File: src/rtl/bkpt_pkg.sv
package bkpt_pkg;

    localparam int FC_W   = 3;
    localparam int SIZ_W  = 2;
    localparam int KIND_W = 2;

    localparam logic [KIND_W-1:0] KIND_ACK = 2'b11;
    localparam logic SEL_ADDR = 1'b0;
    localparam logic SEL_CTRL = 1'b1;

    // Control layout, LSB first: en[0] rw_val[1] rw_ign[2] siz_val[4:3]
    // siz_ign[5] fc_val[8:6] fc_ign[9] addr_ign[10]
    typedef struct packed {
        logic             addr_ign;
        logic             fc_ign;
        logic [FC_W-1:0]  fc_val;
        logic             siz_ign;
        logic [SIZ_W-1:0] siz_val;
        logic             rw_ign;
        logic             rw_val;
        logic             en;
    } ctrl_t;

    localparam int CTRL_W = $bits(ctrl_t);

endpackage

File: src/rtl/bkpt_regs.sv
module bkpt_regs
    import bkpt_pkg::*;
#(
    parameter int ADDR_W = 32
) (
    input  logic              clk,
    input  logic              rst_n,
    input  logic              we_i,
    input  logic              sel_i,
    input  logic [ADDR_W-1:0] wdata_i,
    output logic [ADDR_W-1:0] bk_addr_o,
    output ctrl_t             ctrl_o
);

    typedef struct packed {
        logic [ADDR_W-1:0] addr;
        ctrl_t             ctrl;
    } regs_t;

    regs_t regs_d, regs_q;

    always_comb begin
        regs_d = regs_q;
        if (we_i) begin
            if (sel_i == SEL_CTRL) begin
                regs_d.ctrl = ctrl_t'(wdata_i[CTRL_W-1:0]);
            end else begin
                regs_d.addr = wdata_i;
            end
        end
    end

    always_ff @(posedge clk or negedge rst_n) begin
        if (!rst_n) begin
            regs_q <= '0;
        end else begin
            regs_q <= regs_d;
        end
    end

    assign bk_addr_o = regs_q.addr;
    assign ctrl_o    = regs_q.ctrl;

    // address write lands one edge later
    p_addr_write_r9: assert property (@(posedge clk) disable iff (!rst_n)
        (we_i && sel_i == SEL_ADDR) |=> (bk_addr_o == $past(wdata_i)));

    // control write lands one edge later
    p_ctrl_write_r9: assert property (@(posedge clk) disable iff (!rst_n)
        (we_i && sel_i == SEL_CTRL) |=> (ctrl_o == $past(wdata_i[CTRL_W-1:0])));

    // enable is clear when reset is released
    p_reset_disable_r6: assert property (@(posedge clk)
        $rose(rst_n) |-> !ctrl_o.en);

endmodule

File: src/rtl/bkpt_cmp.sv
module bkpt_cmp
    import bkpt_pkg::*;
#(
    parameter int ADDR_W = 32
) (
    input  logic              [ADDR_W-1:0] addr_i,
    input  logic                           rw_i,
    input  logic              [FC_W-1:0]   fc_i,
    input  logic              [SIZ_W-1:0]  siz_i,
    input  logic              [KIND_W-1:0] kind_i,
    input  logic              [ADDR_W-1:0] bk_addr_i,
    input  ctrl_t                          ctrl_i,
    output logic                           hit_o
);

    logic addr_ok, rw_ok, fc_ok, siz_ok, not_ack;

    always_comb begin
        addr_ok = ctrl_i.addr_ign || (addr_i == bk_addr_i);
        rw_ok   = ctrl_i.rw_ign   || (rw_i == ctrl_i.rw_val);
        fc_ok   = ctrl_i.fc_ign   || (fc_i == ctrl_i.fc_val);
        siz_ok  = ctrl_i.siz_ign  || (siz_i == ctrl_i.siz_val);
        not_ack = (kind_i != KIND_ACK);
        hit_o   = ctrl_i.en && not_ack && addr_ok && rw_ok && fc_ok && siz_ok;
    end

endmodule

File: src/rtl/bkpt_match_unit.sv
module bkpt_match_unit
    import bkpt_pkg::*;
#(
    parameter int ADDR_W = 32
) (
    input  logic              clk,
    input  logic              rst_n,
    input  logic              ts_n_i,
    input  logic [ADDR_W-1:0] addr_i,
    input  logic              rw_i,
    input  logic [FC_W-1:0]   fc_i,
    input  logic [SIZ_W-1:0]  siz_i,
    input  logic [KIND_W-1:0] kind_i,
    input  logic              reg_we_i,
    input  logic              reg_sel_i,
    input  logic [ADDR_W-1:0] reg_wdata_i,
    output logic              bkpt_n_o
);

    typedef struct packed {
        logic bkpt_n;
    } state_t;

    state_t            st_d, st_q;
    logic [ADDR_W-1:0] bk_addr;
    ctrl_t             ctrl;
    logic              hit;

    bkpt_regs #(.ADDR_W(ADDR_W)) u_regs (
        .clk       (clk),
        .rst_n     (rst_n),
        .we_i      (reg_we_i),
        .sel_i     (reg_sel_i),
        .wdata_i   (reg_wdata_i),
        .bk_addr_o (bk_addr),
        .ctrl_o    (ctrl)
    );

    bkpt_cmp #(.ADDR_W(ADDR_W)) u_cmp (
        .addr_i    (addr_i),
        .rw_i      (rw_i),
        .fc_i      (fc_i),
        .siz_i     (siz_i),
        .kind_i    (kind_i),
        .bk_addr_i (bk_addr),
        .ctrl_i    (ctrl),
        .hit_o     (hit)
    );

    // Compare is qualified by the start strobe only; burst beats never hit.
    always_comb begin
        st_d        = st_q;
        st_d.bkpt_n = !(!ts_n_i && hit);
    end

    always_ff @(posedge clk or negedge rst_n) begin
        if (!rst_n) begin
            st_q <= '{bkpt_n: 1'b1};
        end else begin
            st_q <= st_d;
        end
    end

    assign bkpt_n_o = st_q.bkpt_n;

    // a pulse only follows a strobe clock
    p_strobe_only_r1: assert property (@(posedge clk) disable iff (!rst_n)
        !bkpt_n_o |-> $past(!ts_n_i));

    // no strobe now means no pulse next clock
    p_single_pulse_r4: assert property (@(posedge clk) disable iff (!rst_n)
        ts_n_i |=> bkpt_n_o);

    // acknowledge cycles never raise a breakpoint
    p_ack_silent_r5: assert property (@(posedge clk) disable iff (!rst_n)
        !bkpt_n_o |-> ($past(kind_i) != KIND_ACK));

    // pulses need the enable
    p_enable_r6: assert property (@(posedge clk) disable iff (!rst_n)
        !bkpt_n_o |-> $past(ctrl.en));

    // unmasked address must agree with the register
    p_addr_agree_r3: assert property (@(posedge clk) disable iff (!rst_n)
        (!bkpt_n_o && !$past(ctrl.addr_ign)) |-> ($past(addr_i) == $past(bk_addr)));

endmodule

File: config.mk
export PLATFORM = sky130hd
export DESIGN_NAME = bkpt_match_unit
export DESIGN_NICKNAME = d
export VERILOG_FILES = /design/src/rtl/bkpt_pkg.sv /design/src/rtl/bkpt_regs.sv /design/src/rtl/bkpt_cmp.sv /design/src/rtl/bkpt_match_unit.sv
export SDC_FILE = /design/constraint.sdc
export NUM_CORES = 1
export LEC_CHECK = 0
export ABC_CLOCK_PERIOD_IN_PS = 1800
export BUFFER_PORTS_ARGS = -buffer_cell sky130_fd_sc_hd__buf_2
export CORE_ASPECT_RATIO = 1.2
export CORE_MARGIN = 2
export CORE_UTILIZATION = 48
export DETAILED_ROUTE_END_ITERATION = 8
export HOLD_SLACK_MARGIN = 0.03
export PLACE_DENSITY = 0.75
export RECOVER_POWER = 25
export SETUP_SLACK_MARGIN = 0.4
export SYNTH_ARGS = -nofsm -noshare
export SYNTH_HDL_FRONTEND = slang
export SYNTH_SLANG_ARGS = --single-unit
export TNS_END_PERCENT = 5
File: constraint.sdc
create_clock -name clk -period 1.8 [get_ports clk]
set_input_delay 0.09 -clock clk [delete_from_list [all_inputs] [get_ports clk]]
set_output_delay 0.09 -clock clk [all_outputs]
set_load 0.03 [all_outputs]
==> results.md, run 1 <==
* Status: finished, final reports clean
* Setup Crit Path Kind: register to register
* Dpl ws at 0.113 ns
* Syn Area/Cell at 13.8 µm²
* Num ports at 78
* Reg clk slew, reported paths at 0.08 ns
* Max layer used: met4
* Sequential share of the synthesized area at 53.7%
* PD cells at 889 nW/µm²
* DIE AREA at 4820 µm²
* Crit-path max FO at 2
* Initial DRC count at 29
* Worst R2R Setup Slack at 0.18 ns
* P_int at 1950 µW
* Vias in the first global route at 1539
* Die H at 75.7 µm
* Final min period at 1.62 ns
* CP Capture Type: register
* Buf/Inv on CP at 0
* Initial Util at 49.0%
* Final hold vios at 0
* GR Overflow Total at 0
* CTS Buf Count at 5
* Die X at 63.7 µm
* Final nets at 329
* Commonest cells after routing, fill and taps aside: buf_2 (75), dfrtp_1 (43), mux2_2 (41), xnor2_1 (37), dlygate4sd3_1 (22)
* Synth Instances at 149
* IO buf count at 77
* Clock Latency Late Sink at 0.29 ns
* Vias per Instance at 4.80
* Final instance area at 2860 µm²
* Library cells used by synthesis at 16
* CP top delay family: simple AND/OR/NAND/NOR gates
* Switch share at 23.3%
* CTS tree: built
* Setup Skew at 0.00330 ns
* Hold Crit Class: input port to register
* Arr. time, crit path at 1.83 ns
* H-Tree Depth at 2
* All-Layer GR Usage at 18.9%
* Fin. max-slew vios at 0
* Synth warn at 0
* Synth top area cells: dfrtp_1 (52%), mux2_2 (22%), xnor2_1 (16%)
* Worst-case clock buffer depth at 2
* Comb pwr share at 20.0%
* Switching power at 592 µW
* Crit-path cells: xnor2_1 -> nand4_1 -> nor4_1 -> a21oi_1 -> or4_1
* Worst r2r dst: bkpt_n_o
* Reg2reg start: u_regs.bk_addr_o[0]
* RSZ-0062 raised after global routing: true
* Area growth, synth to finish at 39.2%
* Diode count at 0
* Core ar. at 4200 µm²
* Fraction of layout cells with a size suffix above 1 at 51.4%
* Site row count at 26
* WL met2 at 2210 µm
* Max cap viols at 0
* Tot Pwr at 2540 µW
* Leakage at 0.00125 µW
* #FFs+latches synth at 44
* Setup violators final at 0
* Worst path slowest cell: dfrtp_1
* WL met3 at 238 µm
* Post-route ant nets at 0
* Top cell type's share of synthesized area at 52.4%
* Post-DP Area at 2500 µm²
* Hold Path Origin: reg_wdata_i[28]
* DRT Pass-1 Iters at 4
* Via count at 1483
* Rel. slew slack at 43.0%
* Initial antenna violation count at 0
* Sink Count at 44
* Reg power frac at 48.2%
* DRC viols at 0
* Setup ws final at 0.180 ns
* Routed len/inst at 13.9 µm
* Commonest non-fill, non-tap cell in the layout: buf_2
* Area leader, netlist: dfrtp_1
* TNS Setup at 0 ns
* Max Clk Rate at 617 MHz
* VDD IR-drop max at 0.000898 V
* Post-Syn Area at 2050 µm²
* Worst slew pin tran at 0.856 ns
* First-pass GRT wire length at 6840 µm
* DRT met1 WL at 1800 µm
* Worst Hold Path Cells at 2
* Startpoint Class: register
* Fin Hold WS at 0.0353 ns
* Crit share post-route at 90.0%
* Worst hold endpoint: u_regs.bk_addr_o[28]
* Post-CTS Setup Repair Bufs at 0
* Critical Path RT at 2.01 ns
* Worst reg2reg path depth at 5
* RePlAce Congestion at 0.681
* Dpl hpwl at 3070 µm
* Drt total wl at 4300 µm
* Peak per-stage delay on the critical path at 0.40 ns
* Clock share of power at 31.8%
* Largest net degree at the start of global routing at 33
* Syn Nets at 226
* Root Buffer: clkbuf_8
[synth_stat cells]
library cell	instances
nor2b_1	1
o2111ai_1	1
dfstp_2	1
nand4_1	8
mux2_1	2
mux2_2	41
a21oi_1	2
a31oi_1	1
dfrtp_1	43
inv_1	1
xnor2_1	38
nand2_1	2
clkbuf_1	2
buf_2	3
nor4_1	2
or4_1	1
[registers in the layout, summed over array words and instances, names as in the netlist]
| register | flops |
|---|---|
| u_regs.ctrl_o | 11 |
| bkpt_n_o | 1 |
| u_regs.bk_addr_o | 32 |
[stage by stage]
stage               cells  util, %
floorplan             149        -
global placement      279     59.7
detailed placement    279     59.7
CTS                   304     67.1
global route          309     68.1
finish                309     68.1
[power by group through the flow]
| stage | logic (µW) | clock network, µW | registers, µW |
|---|---|---|---|
| after floorplan | 314 | 0 | 1230 |
| after global placement | 465 | 0 | 1240 |
| after detailed placement | 474 | 0 | 1250 |
| after CTS | 508 | 834 | 1230 |
| after global routing | 562 | 866 | 1250 |
| final | 508 | 810 | 1230 |
[routing by layer]
| layer | GRT usage [%] | vias to the layer above |
|---|---|---|
| met2 | 33.1 | 51 |
| li1 | - | 727 |
| met3 | 5.17 | 5 |
| met5 | 0 | - |
| met4 | 5.80 | 0 |
| met1 | 23.3 | 700 |
[cell type report]
cell class / count / area, µm²
sequential: 44 / 1100
timing repair buffer: 101 / 617
fill: 322 / 1340
tap: 56 / 70.1
clock inverter: 1 / 30.0
multi-input combinational: 99 / 940
inverter: 1 / 3.75
clock buffer: 7 / 96.3
[worst max path at each step]
stage | from | to | slack (ns) | cells after the start
floorplan | u_regs.bk_addr_o[11] | bkpt_n_o | 0.40 | 5
global placement | u_regs.bk_addr_o[5] | bkpt_n_o | 0.18 | 5
detailed placement | u_regs.bk_addr_o[27] | bkpt_n_o | 0.11 | 5
CTS | u_regs.bk_addr_o[19] | bkpt_n_o | 0.20 | 5
global route | u_regs.bk_addr_o[9] | bkpt_n_o | 0.07 | 5
finish | u_regs.bk_addr_o[0] | bkpt_n_o | 0.18 | 5
[kinds of logic after synthesis]
| group | share of synthesized area, % |
|---|---|
| buf+inv | 1.28 |
| mux | 23.6 |
| flops | 53.7 |
| compound gates | 1.22 |
| xor+xnor | 16.2 |
| simple gates | 4.08 |
[timing repair]
action                     in CTS  in global routing
setup endpoints to repair       1                  1
hold endpoints to repair       44                  5
gates cloned                    0                  0
pin swaps                       6                  0
hold buffers                   17                  5
gates resized for setup         2                  0
Power figures use the tool's default switching activity.
==> run 2, diff against run 1 <==
--- a/config.mk
+++ b/config.mk
@@ -5,14 +5,17 @@
 export SDC_FILE = /design/constraint.sdc
 export NUM_CORES = 1
 export LEC_CHECK = 0
+export ABC_AREA = 1
 export ABC_CLOCK_PERIOD_IN_PS = 1800
 export BUFFER_PORTS_ARGS = -buffer_cell sky130_fd_sc_hd__buf_2
+export CELL_PAD_IN_SITES_DETAIL_PLACEMENT = 0
+export CELL_PAD_IN_SITES_GLOBAL_PLACEMENT = 2
 export CORE_ASPECT_RATIO = 1.2
 export CORE_MARGIN = 2
-export CORE_UTILIZATION = 48
+export CORE_UTILIZATION = 29
 export DETAILED_ROUTE_END_ITERATION = 8
 export HOLD_SLACK_MARGIN = 0.03
-export PLACE_DENSITY = 0.75
+export PLACE_DENSITY = 0.77
 export RECOVER_POWER = 25
 export SETUP_SLACK_MARGIN = 0.4
 export SYNTH_ARGS = -nofsm -noshare
==> results.md, run 2 <==
* Status: finished, final reports clean (unchanged)
* Worst r2r dst: bkpt_n_o (unchanged)
* Hold Path Origin: reg_wdata_i[21] (was reg_wdata_i[28])
* P_int at 1770 µW (was 1950 µW)
* Synth warn at 0 (unchanged)
* Peak per-stage delay on the critical path at 0.41 ns (was 0.40 ns)
* CP Capture Type: register (unchanged)
* DRT met1 WL at 2260 µm (was 1800 µm)
* Clock share of power at 28.1% (was 31.8%)
* Worst R2R Setup Slack at 0.65 ns (was 0.18 ns)
* EDFF count, synth at 0 (unchanged)
* Vias in the first global route at 1723 (was 1539)
* Post-CTS Setup Repair Bufs at 0 (unchanged)
* Fin. max-slew vios at 0 (unchanged)
* IO buf count at 77 (unchanged)
* Final min period at 1.15 ns (was 1.62 ns)
* Commonest non-fill, non-tap cell in the layout: nand2_1 (was buf_2)
* Multi-input logic area at 995 µm² (was 940 µm²)
* #FFs+latches synth at 44 (unchanged)
* Syn Area/Cell at 8.91 µm² (was 13.8 µm²)
* Crit-path cells: xnor2_1 -> nand2_1 -> nor2_1 -> nand2_1 -> nor2_1 -> nand2_1 -> nand2_1 -> nand2_1 (was xnor2_1 -> nand4_1 -> nor4_1 -> a21oi_1 -> or4_1)
* Worst hold endpoint: u_regs.bk_addr_o[21] (was u_regs.bk_addr_o[28])
* Hold Crit Class: input port to register (unchanged)
* Async S/R FF share, synth at 100% (unchanged)
* Final hold vios at 0 (unchanged)
* Worst path slowest cell: dfrtp_1 (unchanged)
* Buf/Inv on CP at 0 (unchanged)
* Initial antenna violation count at 0 (unchanged)
* Die H at 101 µm (was 75.7 µm)
* Top cell type's share of synthesized area at 47.4% (was 52.4%)
* Fill count at 800 (was 322)
* Clock Latency Late Sink at 0.29 ns (about the same)
* Arr. time, crit path at 1.37 ns (was 1.83 ns)
* Top cells by count, synth: nand2_1 (76), dfrtp_1 (43), inv_1 (32), xnor2_1 (26), nor2_1 (21) (was dfrtp_1 (43), mux2_2 (41), xnor2_1 (38), nand4_1 (8), buf_2 (3))
* Post-route ant nets at 0 (unchanged)
* H-Tree Depth at 2 (unchanged)
* Worst reg2reg path depth at 8 (was 5)
* Max cap viols at 0 (unchanged)
* Root Buffer: clkbuf_8 (unchanged)
* CTS Buf Count at 5 (unchanged)
* CTS tree: built (unchanged)
* DRT Pass-1 Iters at 4 (unchanged)
* Crit-path max FO at 2 (unchanged)
* Area growth, synth to finish at 32.7% (was 39.2%)
* All-Layer GR Usage at 11.7% (was 18.9%)
* TNS Setup at 0 ns (unchanged)
* Commonest cells after routing, fill and taps aside: nand2_1 (77), buf_2 (76), dfrtp_1 (43), inv_1 (32), xnor2_1 (26) (was buf_2 (75), dfrtp_1 (43), mux2_2 (41), xnor2_1 (37), dlygate4sd3_1 (22))
* Die X at 84.8 µm (was 63.7 µm)
* PD cells at 798 nW/µm² (was 889 nW/µm²)
* CP top delay family: simple AND/OR/NAND/NOR gates (unchanged)
* Max reg flops at 32 (unchanged)
* Worst slew pin tran at 0.703 ns (was 0.856 ns)
* Top FF cell, synth: dfrtp_1 (unchanged)
* Max Clk Rate at 869 MHz (was 617 MHz)
* Synth Instances at 255 (was 149)
* Largest net degree at the start of global routing at 25 (was 33)
* Reg area at 1100 µm² (unchanged)
* Most numerous cell in the Yosys netlist: nand2_1 (was dfrtp_1)
* Core ar. at 7660 µm² (was 4200 µm²)
* First-pass GRT wire length at 7940 µm (was 6840 µm)
* Sequential share of the synthesized area at 48.5% (was 53.7%)
* Setup Crit Path Kind: register to register (unchanged)
* Initial DRC count at 80 (was 29)
* Reg2reg start: u_regs.bk_addr_o[25] (was u_regs.bk_addr_o[0])
* Rel. slew slack at 53.0% (was 43.0%)
* Switching power at 633 µW (was 592 µW)
* Sink Count at 44 (unchanged)
* Area leader, netlist: dfrtp_1 (unchanged)
* Final nets at 427 (was 329)
* Fraction of layout cells with a size suffix above 1 at 29.1% (was 51.4%)
* RePlAce Congestion at 0.703 (was 0.681)
* Leakage at 0.00158 µW (was 0.00125 µW)
* Setup Skew at 0.00388 ns (was 0.00330 ns)
* Crit share post-route at 63.9% (was 90.0%)
* Site row count at 35 (was 26)
* Syn Nets at 332 (was 226)
* DRC viols at 0 (unchanged)
* Worst-case clock buffer depth at 2 (unchanged)
* Dpl hpwl at 3770 µm (was 3070 µm)
* Most used cell, CP: nand2_1
* Reg power frac at 50.1% (was 48.2%)
* CTS-repair resized insts at 0 (was 2)
* Switch share at 26.3% (was 23.3%)
* Setup violators final at 0 (unchanged)
* Fin Hold WS at 0.0446 ns (was 0.0353 ns)
* WL met3 at 203 µm (was 238 µm)
* GR Overflow Total at 0 (unchanged)
* Startpoint Class: register (unchanged)
* Post-CTS Hold Fix Bufs at 13 (was 17)
* Initial Util at 29.6% (was 49.0%)
* Diode count at 0 (unchanged)
* WL met2 at 2390 µm (was 2210 µm)
* VDD IR-drop max at 0.000349 V (was 0.000898 V)
* Library cells used by synthesis at 18 (was 16)
* Max layer used: met4 (unchanged)
* DIE AREA at 8560 µm² (was 4820 µm²)
* Reg clk slew, reported paths at 0.08 ns (about the same)
* Post-DP Area at 2770 µm² (was 2500 µm²)
* Num ports at 78 (unchanged)
* Worst Hold Path Cells at 2 (unchanged)
* Final instance area at 3010 µm² (was 2860 µm²)
* Via count at 1779 (was 1483)
* Routed len/inst at 11.1 µm (was 13.9 µm)
* Critical Path RT at 2.02 ns (was 2.01 ns)
* Synth top area cells: dfrtp_1 (47%), nand2_1 (13%), xnor2_1 (10%) (was dfrtp_1 (52%), mux2_2 (22%), xnor2_1 (16%))
* RSZ-0062 raised after global routing: false (was true)
* Post-Syn Area at 2270 µm² (was 2050 µm²)
* Vias per Instance at 4.02 (was 4.80)
* Drt total wl at 4910 µm (was 4300 µm)
* Comb pwr share at 21.9% (was 20.0%)
run 2: how the worst max path moves through the flow:
stage,startpoint,endpoint,depth (start not counted)
detailed placement,reg_sel_i,u_regs.bk_addr_o[1],7
global route,u_regs.bk_addr_o[24],bkpt_n_o,8
finish,u_regs.bk_addr_o[25],bkpt_n_o,8
floorplan,u_regs.bk_addr_o[2],bkpt_n_o,8
CTS,u_regs.bk_addr_o[25],bkpt_n_o,8
global placement,reg_sel_i,u_regs.bk_addr_o[5],7
run 2: cell type report:
| type | count | area share [%] |
|---|---|---|
| Multi-Input combinational cell | 172 | 33.0 |
| Tap cell | 92 | 3.82 |
| Clock buffer | 8 | 3.32 |
| Inverter | 32 | 3.99 |
| Sequential cell | 44 | 36.6 |
| Timing Repair Buffer | 95 | 19.3 |
run 2: per-stage QoR:
step	setup WS, ns	total power, µW	util, %	std cells
final	0.650	2410	39.3	443
after global routing	0.481	2570	39.3	443
after CTS	0.607	2450	39.1	441
after detailed placement	0.560	1730	36.1	420
after global placement	0.606	1730	36.1	420
after floorplan	0.806	1550	-	255
run 2: routing by layer:
metal	vias up	track usage (%)
li1	964	-
met1	770	15.9
met2	41	19.1
met3	4	2.38
met4	0	2.93
met5	-	0
run 2: power groups by stage:
stage                     Clock (µW)  Sequential (µW)  Combinational (µW)
after global placement             0             1220                 504
after CTS                        707             1210                 535
after detailed placement           0             1220                 511
final                            675             1200                 526
after floorplan                    0             1200                 346
after global routing             754             1220                 596
run 2: cells by family after synthesis:
logic type | after synthesis | synth area share, %
simple gates | 100 | 16.7
flops | 44 | 48.5
buf+inv | 39 | 7.60
compound gates | 29 | 6.44
xor+xnor | 28 | 10.8
mux | 15 | 9.91
